### config.mk
export PLATFORM = sky130hd
export DESIGN_NAME = blk_admit
export DESIGN_NICKNAME = d
export VERILOG_FILES = /design/src/rtl/blk_admit_pkg.sv /design/src/rtl/blk_admit_pick.sv /design/src/rtl/blk_admit_acct.sv /design/src/rtl/blk_admit.sv
export SDC_FILE = /design/constraint.sdc
export NUM_CORES = 1
export LEC_CHECK = 0
export ABC_AREA = 1
export ABC_CLOCK_PERIOD_IN_PS = 18200
export CELL_PAD_IN_SITES_DETAIL_PLACEMENT = 0
export CELL_PAD_IN_SITES_GLOBAL_PLACEMENT = 2
export CORE_MARGIN = 5
export CORE_UTILIZATION = 39
export DETAILED_ROUTE_END_ITERATION = 12
export HOLD_SLACK_MARGIN = 0.06
export PLACE_DENSITY_LB_ADDON = 0.1
export SLEW_MARGIN = 10
export SYNTH_ARGS = -nofsm -noshare
export SYNTH_HDL_FRONTEND = slang
export SYNTH_SLANG_ARGS = --single-unit
### constraint.sdc
create_clock -name clk -period 18.2 [get_ports clk]
set_clock_uncertainty 0.15 [all_clocks]
set_input_delay 3.64 -clock clk [delete_from_list [all_inputs] [get_ports clk]]
set_output_delay 3.64 -clock clk [all_outputs]
set_load 0.1 [all_outputs]
### src/rtl/blk_admit_pkg.sv
package blk_admit_pkg;

   // Outcome of the head request in one cycle
   typedef enum logic [1:0] {
      ADM_HOLD   = 2'd0,
      ADM_GRANT  = 2'd1,
      ADM_REJECT = 2'd2
   } adm_kind_e;

   function automatic int unsigned cnt_width(input int unsigned max_val);
      return (max_val < 2) ? 1 : $clog2(max_val + 1);
   endfunction

endpackage

### src/rtl/blk_admit_pick.sv
module blk_admit_pick #(
   parameter int N     = 4,
   parameter int IDX_W = 2
) (
   input  logic [N-1:0]     mask,
   output logic             any,
   output logic [IDX_W-1:0] idx
);
   always_comb begin
      any = |mask;
      idx = '0;
      for (int i = N - 1; i >= 0; i--) begin
         if (mask[i]) idx = IDX_W'(i);
      end
   end
endmodule

### src/rtl/blk_admit_acct.sv
module blk_admit_acct
   import blk_admit_pkg::*;
#(
   parameter int MAX_BLOCKS  = 8,
   parameter int MAX_THREADS = 768,
   parameter int NUM_REGS    = 8192,
   parameter int THR_W       = 10,
   parameter int NEED_W      = 17
) (
   input  logic              clk,
   input  logic              rst,
   input  logic [THR_W-1:0]  q_thr,
   input  logic [NEED_W-1:0] q_regs,
   output logic              fits,
   input  logic              add,
   input  logic              sub,
   input  logic [THR_W-1:0]  sub_thr,
   input  logic [NEED_W-1:0] sub_regs
);
   localparam int BC_W = cnt_width(MAX_BLOCKS);
   localparam int TC_W = cnt_width(MAX_THREADS);
   localparam int RC_W = cnt_width(NUM_REGS);
   localparam int TS_W = ((TC_W > THR_W) ? TC_W : THR_W) + 1;
   localparam int RS_W = ((RC_W > NEED_W) ? RC_W : NEED_W) + 1;

   logic [BC_W-1:0] blk_q;
   logic [TC_W-1:0] thr_q;
   logic [RC_W-1:0] reg_q;
   logic [TS_W-1:0] thr_sum;
   logic [RS_W-1:0] reg_sum;

   always_comb begin
      thr_sum = TS_W'(thr_q) + TS_W'(q_thr);
      reg_sum = RS_W'(reg_q) + RS_W'(q_regs);
      fits    = (blk_q < BC_W'(MAX_BLOCKS)) &&
                (thr_sum <= TS_W'(MAX_THREADS)) &&
                (reg_sum <= RS_W'(NUM_REGS));
   end

   always_ff @(posedge clk) begin
      if (rst) begin
         blk_q <= '0;
         thr_q <= '0;
         reg_q <= '0;
      end else begin
         blk_q <= blk_q + BC_W'(add) - BC_W'(sub);
         thr_q <= thr_q + (add ? TC_W'(q_thr) : '0) - (sub ? TC_W'(sub_thr) : '0);
         reg_q <= reg_q + (add ? RC_W'(q_regs) : '0) - (sub ? RC_W'(sub_regs) : '0);
      end
   end

   p_blk_cap_r2: assert property (@(posedge clk) disable iff (rst)
      blk_q <= BC_W'(MAX_BLOCKS));
   p_thr_cap_r3: assert property (@(posedge clk) disable iff (rst)
      thr_q <= TC_W'(MAX_THREADS));
   p_reg_cap_r4: assert property (@(posedge clk) disable iff (rst)
      reg_q <= RC_W'(NUM_REGS));
   p_add_fits_r5: assert property (@(posedge clk) disable iff (rst)
      add |-> fits);
   p_same_sm_r9: assert property (@(posedge clk) disable iff (rst)
      (add && sub) |=> blk_q == $past(blk_q));
   p_free_r8: assert property (@(posedge clk) disable iff (rst)
      (sub && !add) |=> blk_q == $past(blk_q) - BC_W'(1));
endmodule

### src/rtl/blk_admit.sv
module blk_admit
   import blk_admit_pkg::*;
#(
   parameter int NUM_SM          = 4,
   parameter int MAX_BLOCKS      = 8,
   parameter int MAX_THREADS     = 768,
   parameter int NUM_REGS        = 8192,
   parameter int MAX_BLK_THREADS = 512,
   parameter int RPT_W           = 7,
   parameter int ID_W            = 8,
   localparam int THR_W  = cnt_width(MAX_BLK_THREADS),
   localparam int SM_W   = (NUM_SM > 1) ? $clog2(NUM_SM) : 1,
   localparam int NEED_W = THR_W + RPT_W
) (
   input  logic             clk,
   input  logic             rst,
   input  logic             req_valid,
   output logic             req_ready,
   input  logic [THR_W-1:0] req_threads,
   input  logic [RPT_W-1:0] req_rpt,
   output logic             grant_valid,
   output logic [SM_W-1:0]  grant_sm,
   output logic [ID_W-1:0]  grant_id,
   output logic             reject,
   input  logic             done_valid,
   input  logic [SM_W-1:0]  done_sm,
   input  logic [THR_W-1:0] done_threads,
   input  logic [RPT_W-1:0] done_rpt
);
   // elaboration-time parameter checks
   if (NUM_SM < 1) begin : g_bad_num_sm
      $error("NUM_SM must be at least 1");
   end
   if (MAX_BLK_THREADS > MAX_THREADS) begin : g_bad_blk_thr
      $error("MAX_BLK_THREADS exceeds MAX_THREADS");
   end
   if (MAX_BLOCKS < 1 || NUM_REGS < 1 || RPT_W < 1 || ID_W < 1) begin : g_bad_sizes
      $error("limits and widths must be positive");
   end

   logic [NEED_W-1:0] req_need;
   logic [NEED_W-1:0] done_need;
   logic              req_bad;
   logic [NUM_SM-1:0] fit_mask;
   logic              any_fit;
   logic [SM_W-1:0]   pick_idx;
   adm_kind_e         kind;
   logic [ID_W-1:0]   id_q;

   assign req_need  = NEED_W'(req_threads) * NEED_W'(req_rpt);
   assign done_need = NEED_W'(done_threads) * NEED_W'(done_rpt);
   assign req_bad   = (req_threads == '0) || (req_threads > THR_W'(MAX_BLK_THREADS));

   for (genvar g = 0; g < NUM_SM; g++) begin : g_sm
      logic add_g;
      logic sub_g;
      assign add_g = (kind == ADM_GRANT) && (pick_idx == SM_W'(g));
      assign sub_g = done_valid && (done_sm == SM_W'(g));
      blk_admit_acct #(
         .MAX_BLOCKS (MAX_BLOCKS),
         .MAX_THREADS(MAX_THREADS),
         .NUM_REGS   (NUM_REGS),
         .THR_W      (THR_W),
         .NEED_W     (NEED_W)
      ) u_acct (
         .clk     (clk),
         .rst     (rst),
         .q_thr   (req_threads),
         .q_regs  (req_need),
         .fits    (fit_mask[g]),
         .add     (add_g),
         .sub     (sub_g),
         .sub_thr (done_threads),
         .sub_regs(done_need)
      );
   end

   blk_admit_pick #(.N(NUM_SM), .IDX_W(SM_W)) u_pick (
      .mask(fit_mask),
      .any (any_fit),
      .idx (pick_idx)
   );

   assign req_ready = !rst && (req_bad || any_fit);

   always_comb begin
      kind = ADM_HOLD;
      if (req_valid && req_ready) kind = req_bad ? ADM_REJECT : ADM_GRANT;
   end

   always_ff @(posedge clk) begin
      if (rst) begin
         grant_valid <= 1'b0;
         grant_sm    <= '0;
         grant_id    <= '0;
         reject      <= 1'b0;
         id_q        <= '0;
      end else begin
         grant_valid <= (kind == ADM_GRANT);
         reject      <= (kind == ADM_REJECT);
         if (kind == ADM_GRANT) begin
            grant_sm <= pick_idx;
            grant_id <= id_q;
            id_q     <= id_q + ID_W'(1);
         end
      end
   end

   p_grant_after_hs_r7: assert property (@(posedge clk) disable iff (rst)
      grant_valid |-> $past(req_valid && req_ready));
   p_id_step_r7: assert property (@(posedge clk) disable iff (rst)
      (grant_valid && $past(grant_valid)) |-> grant_id == $past(grant_id) + ID_W'(1));
   p_excl_r1: assert property (@(posedge clk) disable iff (rst)
      !(grant_valid && reject));
   p_reject_src_r1: assert property (@(posedge clk) disable iff (rst)
      reject |-> $past(req_valid && req_ready));
   p_stall_r6: assert property (@(posedge clk) disable iff (rst)
      (req_valid && !req_ready) |=> !grant_valid && !reject);
   p_pick_fit_r5: assert property (@(posedge clk) disable iff (rst)
      (kind == ADM_GRANT) |-> fit_mask[pick_idx]);
endmodule

==> results of run 1 <==
## Yosys cell counts, types with 5 or more instances
| library cell | instances |
|---|---|
| o21bai_1 | 16 |
| clkbuf_1 | 55 |
| nand4_1 | 36 |
| inv_1 | 760 |
| a31oi_1 | 11 |
| or2_2 | 12 |
| nand3b_1 | 16 |
| o21ai_0 | 121 |
| ha_1 | 268 |
| nor2_2 | 5 |
| fa_1 | 176 |
| a21o_1 | 9 |
| nand2_1 | 739 |
| nor2_1 | 336 |
| o21a_1 | 16 |
| xor2_1 | 47 |
| buf_4 | 6 |
| nor3_1 | 28 |
| a21oi_1 | 194 |
| dfxtp_1 | 132 |
| nand2_2 | 23 |
| xnor2_1 | 39 |
| nand3_1 | 150 |
## sequential cells by signal (all words and copies together), names as in the netlist
register,count
g_sm.u_acct.thr_q,40
g_sm.u_acct.reg_q,56
g_sm.u_acct.blk_q,16
grant_id,8
id_q,8
reject,1
grant_sm,2
grant_valid,1
## routing by layer
metal / share of wire / track usage / vias up
li1: - / - / 10000
met1: 0.47 / 0.295 / 9150
met2: 0.48 / 0.388 / 289
met3: 0.031 / 0.0292 / 66
met4: 0.022 / 0.0594 / 2
met5: 0.00029 / 0 / -
## layout by cell type (no fill, tap or decap), drive strengths merged, types with 47 or more instances in the layout
cell type	netlist	routed
clkdlybuf4s50	0	51
nor2	344	344
ha	268	268
nand3	152	152
nand2	766	766
a21oi	196	196
xor2	47	47
dfxtp	132	132
inv	763	773
o21ai	122	122
fa	176	176
## worst min-delay path by stage
stage	startpoint	to	slack, ps	depth (start not counted)
after floorplan	id_q[0]	id_q[0]	310	2
after global placement	grant_id[3]	grant_id[3]	310	2
final	grant_id[7]	grant_id[7]	320	2
after detailed placement	grant_id[7]	grant_id[7]	310	2
after CTS	grant_id[7]	grant_id[7]	320	2
after global routing	grant_id[7]	grant_id[7]	340	2
## worst max-delay path, delay by kind of cell
kind	cells	cell delay (ps)
buffers and inverters	6	2650
adder cells (fa/ha/maj)	6	2610
AND/OR/NAND/NOR	12	1390
AO/OA/AOI/OAI	7	1140
XOR/XNOR	1	140
## final cells by class
cell class | count | area [µm²]
well taps | 696 | 871
clock buffers | 18 | 439
inverters | 765 | 2870
multi-input cells | 2282 | 15500
clock inverters | 14 | 163
flip-flops and latches | 132 | 2640
fillers | 5757 | 30800
repair buffers | 81 | 733
## per-stage QoR
stage               hold WS, ps  std cells  area (µm²)  setup WS, ps
floorplan                   312       3245       21300          3750
global placement            314       3956       22600          3010
detailed placement          313       3956       22600          2890
CTS                         323       3988       23200          2860
global route                344       3988       23200          2200
finish                      317       3988       23200          2830
## cell families (layout without fill, tap and decap cells)
group	after synthesis	in the layout	synth area share
simple gates	1367	1367	0.270
buf+inv	831	878	0.149
fa+ha+maj	444	444	0.323
compound gates	383	383	0.0974
flops	132	132	0.124
xor+xnor	88	88	0.0375
==> impl_metrics.json, run 1 <==
{
  "yosysSeqAreaShare": 0.124,
  "cts_tree": "yes",
  "synthCells": 3245,
  "routabilityCongestion": 0.934,
  "cp_data_arrival_time_ps": 11580,
  "rows": 85,
  "min_path_type": "reg2reg",
  "crit_path_end_kind": "output port",
  "synth_edf_count": 0,
  "gr-total-overflow": 0,
  "clk_path_buf_depth": 2,
  "reg2reg_setup_slack_ps": 10710,
  "die_w_um": 244,
  "drt_iter0_markers": 973,
  "drive_above_1_share": 0.0368,
  "synth_cell_types": 48,
  "fin_crit_ps": 15370,
  "synth.top_cell.area_share": 0.165,
  "worstPathRequired_ps": 14410,
  "cts_setup_buffers": 0,
  "synthTopCellsByArea": "fa_1, ha_1, inv_1, nand2_1, dfxtp_1",
  "relSlewSlack": 0.224,
  "cp_slowest_stage_delay_ps": 1160,
  "hold_violations": 0,
  "htreeDepth": 4,
  "startpoint": "req_threads[3]",
  "synthFlopType": "dfxtp_1",
  "crit_path_max_fanout": 16,
  "grt_pass1_wl_mm": 105,
  "cts.sinks": 132,
  "initial_utilization": 0.395,
  "clock_latency_ps": 490,
  "worst_pin_slew_ps": 1160,
  "cap_violations": 0,
  "grt_usage": 0.224,
  "wirelength_mm": 66.2,
  "port_buffers": 52,
  "first_pass_iters": 6,
  "diodes": 0,
  "route.vias.total": 19500,
  "syn-num-nets": 3729,
  "setup_violations": 0,
  "avgRoutedWirePerCell_um": 16.6,
  "critPathCapture": "req_ready",
  "die_h_um": 244,
  "syn_to_final_growth_pct": 8.93,
  "grt_pass1_vias": 19700,
  "die-area_mm2": 0.0594,
  "start_kind": "primary input",
  "period_share": 0.845,
  "fmax_ghz": 0.0650,
  "antenna_found_initial": 1,
  "slew_violations": 0,
  "ff2ff_path_depth": 40,
  "drtAntennaViolNets": 0,
  "r2r_end": "g_sm[2].u_acct.reg_q[12]",
  "tns_ps": 0,
  "ys_ff_latch": 132,
  "cts_made_buffers": 17,
  "rsz0062_at_grt": "no",
  "yosys.area.top_type": "fa_1",
  "syn_area_per_cell_um2": 6.57,
  "crit_top_cell": "nand2_1",
  "post_cts_resized": 0,
  "cp_slowest_cell": "clkdlybuf4s50_1",
  "core_mm2": 0.0540,
  "ys_warn_count": 0,
  "fin_util": 0.430,
  "path_class": "in2out",
  "clkTransAtPathRegs_ps": 70,
  "netlist_area_mm2": 0.0213,
  "r2r_start": "g_sm[3].u_acct.thr_q[0]",
  "grt_max_degree": 72,
  "hpwl_mm": 52.8,
  "root_buffer": "clkbuf_16",
  "async_flop_share": 0,
  "drc": 0,
  "viasPerCell": 4.90,
  "ctsHoldBuffers": 0,
  "outcome": "completed",
  "fin_nets": 3763,
  "io_pins": 53
}
Power of run 1 is not shown: default switching activity piles up to over one toggle a cycle in this logic, so the estimate is an artifact.
==> inputs of run 2 (changes only) <==
- ABC_CLOCK_PERIOD_IN_PS: 18200 -> 12900
- CORE_UTILIZATION: 39 -> 33
- clock period: 18.2 -> 12.9 ns (I/O delays scaled with it)
==> impl_metrics.json, run 2 (synthesis gave the netlist of run 1 again) <==
{
  "outcome": "completed",
  "cts.sinks": 132,
  "drive_above_1_share": 0.0441,
  "cp_slowest_stage_delay_ps": 510,
  "die_w_um": 264,
  "fmax_ghz": 0.0822,
  "initial_utilization": 0.332,
  "relSlewSlack": 0.135,
  "regMostFlops": "g_sm.u_acct.reg_q",
  "top_regs": "g_sm.u_acct.reg_q x56, g_sm.u_acct.thr_q x40, g_sm.u_acct.blk_q x16",
  "syn_to_final_growth_pct": 10.6,
  "cp_slowest_cell": "clkdlybuf4s50_1",
  "r2r_start": "g_sm[0].u_acct.reg_q[0]",
  "die-area_mm2": 0.0698,
  "drtAntennaViolNets": 0,
  "hold_start": "grant_id[7]",
  "largest_reg_flops": 56,
  "hold_slack_ps": 320,
  "setup_violations": 0,
  "fin_crit_ps": 12160,
  "slew_violations": 0,
  "tns_ps": 0,
  "ctsHoldBuffers": 0,
  "grt_pass1_vias": 19200,
  "crit_path_end_kind": "output port",
  "hpwl_mm": 58.0,
  "ff2ff_path_depth": 34,
  "drc": 0,
  "die_h_um": 264,
  "grt_max_degree": 73,
  "io_pins": 53,
  "clock_latency_ps": 490,
  "grt_usage": 0.203,
  "htreeDepth": 4,
  "min_path_cells": 2,
  "wirelength_mm": 71.7,
  "r2r_end": "g_sm[0].u_acct.reg_q[12]",
  "first_pass_iters": 5,
  "clk_path_buf_depth": 2,
  "worst_pin_slew_ps": 1290,
  "rows": 93,
  "crit_top_cell": "nand2_1",
  "start_kind": "primary input",
  "fill_cells": 7092,
  "crit_path_max_fanout": 15,
  "reg2reg_setup_slack_ps": 6340,
  "cp_data_arrival_time_ps": 9430,
  "route.vias.total": 19600,
  "avgRoutedWirePerCell_um": 17.2,
  "place_area_mm2": 0.0230,
  "cts_made_buffers": 17,
  "diodes": 0,
  "viasPerCell": 4.71,
  "period_share": 0.943,
  "holdPathEnd": "grant_id[7]",
  "antenna_found_initial": 3,
  "mostFrequentLayoutCells": "inv_1, nand2_1, nor2_1, ha_1, a21oi_1",
  "postLayoutCellArea_mm2": 0.0236,
  "core_mm2": 0.0642,
  "routabilityCongestion": 0.874,
  "rsz0062_at_grt": "no",
  "min_path_type": "reg2reg",
  "grt_pass1_wl_mm": 110,
  "cts_tree": "yes",
  "layout_commonest_cell": "inv_1",
  "root_buffer": "clkbuf_16",
  "gr-total-overflow": 0,
  "path_class": "in2out",
  "worstPathRequired_ps": 10170,
  "register_area_mm2": 0.00264,
  "fin_nets": 3785,
  "port_buffers": 52,
  "cap_violations": 0,
  "drt_iter0_markers": 944,
  "clkTransAtPathRegs_ps": 70,
  "hold_violations": 0,
  "multiInputGateArea_mm2": 0.0155
}
[run 2: cell types whose count changed in the layout (fill, tap and decap cells not counted), moves of 2 or more]
cell       before  now
buf_4          29   50
nor2_4          2    4
bufinv_16       2    0
clkinv_4        1    3
buf_12          0    2
nor2_2          5    3
[run 2: area by class of cell]
type / count / share of cell area
Multi-Input combinational cell: 2282 / 0.658
Inverter: 765 / 0.122
Sequential cell: 132 / 0.112
Tap cell: 855 / 0.0454
Timing Repair Buffer: 103 / 0.0391
Clock buffer: 17 / 0.0180
Clock inverter: 15 / 0.00557
[run 2: metrics by stage]
step / utilization / instances / setup slack, ps
final: 0.367 / 4169 / 741
after global routing: 0.367 / 4169 / 39.9
after CTS: 0.367 / 4169 / 603
after detailed placement: 0.358 / 4137 / 167
after global placement: 0.358 / 4137 / 101
after floorplan: - / 3245 / 568
[run 2: worst max-delay path by stage]
stage,cells past startpoint,end,start
2_1_floorplan,30,req_ready,req_threads[5]
3_3_place_gp,52,g_sm[2].u_acct.reg_q[12],req_threads[2]
3_5_place_dp,54,g_sm[2].u_acct.reg_q[12],req_threads[5]
4_1_cts,33,req_ready,req_threads[2]
5_1_grt,54,g_sm[2].u_acct.reg_q[12],req_threads[2]
6_report,31,req_ready,req_threads[2]
[run 2: timing repair]
item / CTS / global route
setup buffers: 0 / 0
gates resized for setup: 0 / 6
hold endpoints to repair: 0 / 0
endpoints found under the setup margin: 0 / 5
[run 2: per-layer routing]
metal	up-vias	GRT usage	routed length [µm]
met2	250	0.355	34700
met5	-	0	13
met3	71	0.0255	2240
met1	9261	0.267	33100
li1	10100	-	-
met4	2	0.0527	1630
[run 2: critical path, delay by kind of cell]
kind	cells	cell delay, ps
XOR/XNOR	1	350
AND/OR/NAND/NOR	16	2000
adder cells (fa/ha/maj)	6	2650
buffers and inverters	7	1440
AO/OA/AOI/OAI	1	380
Power of run 2 is left out for the same reason.
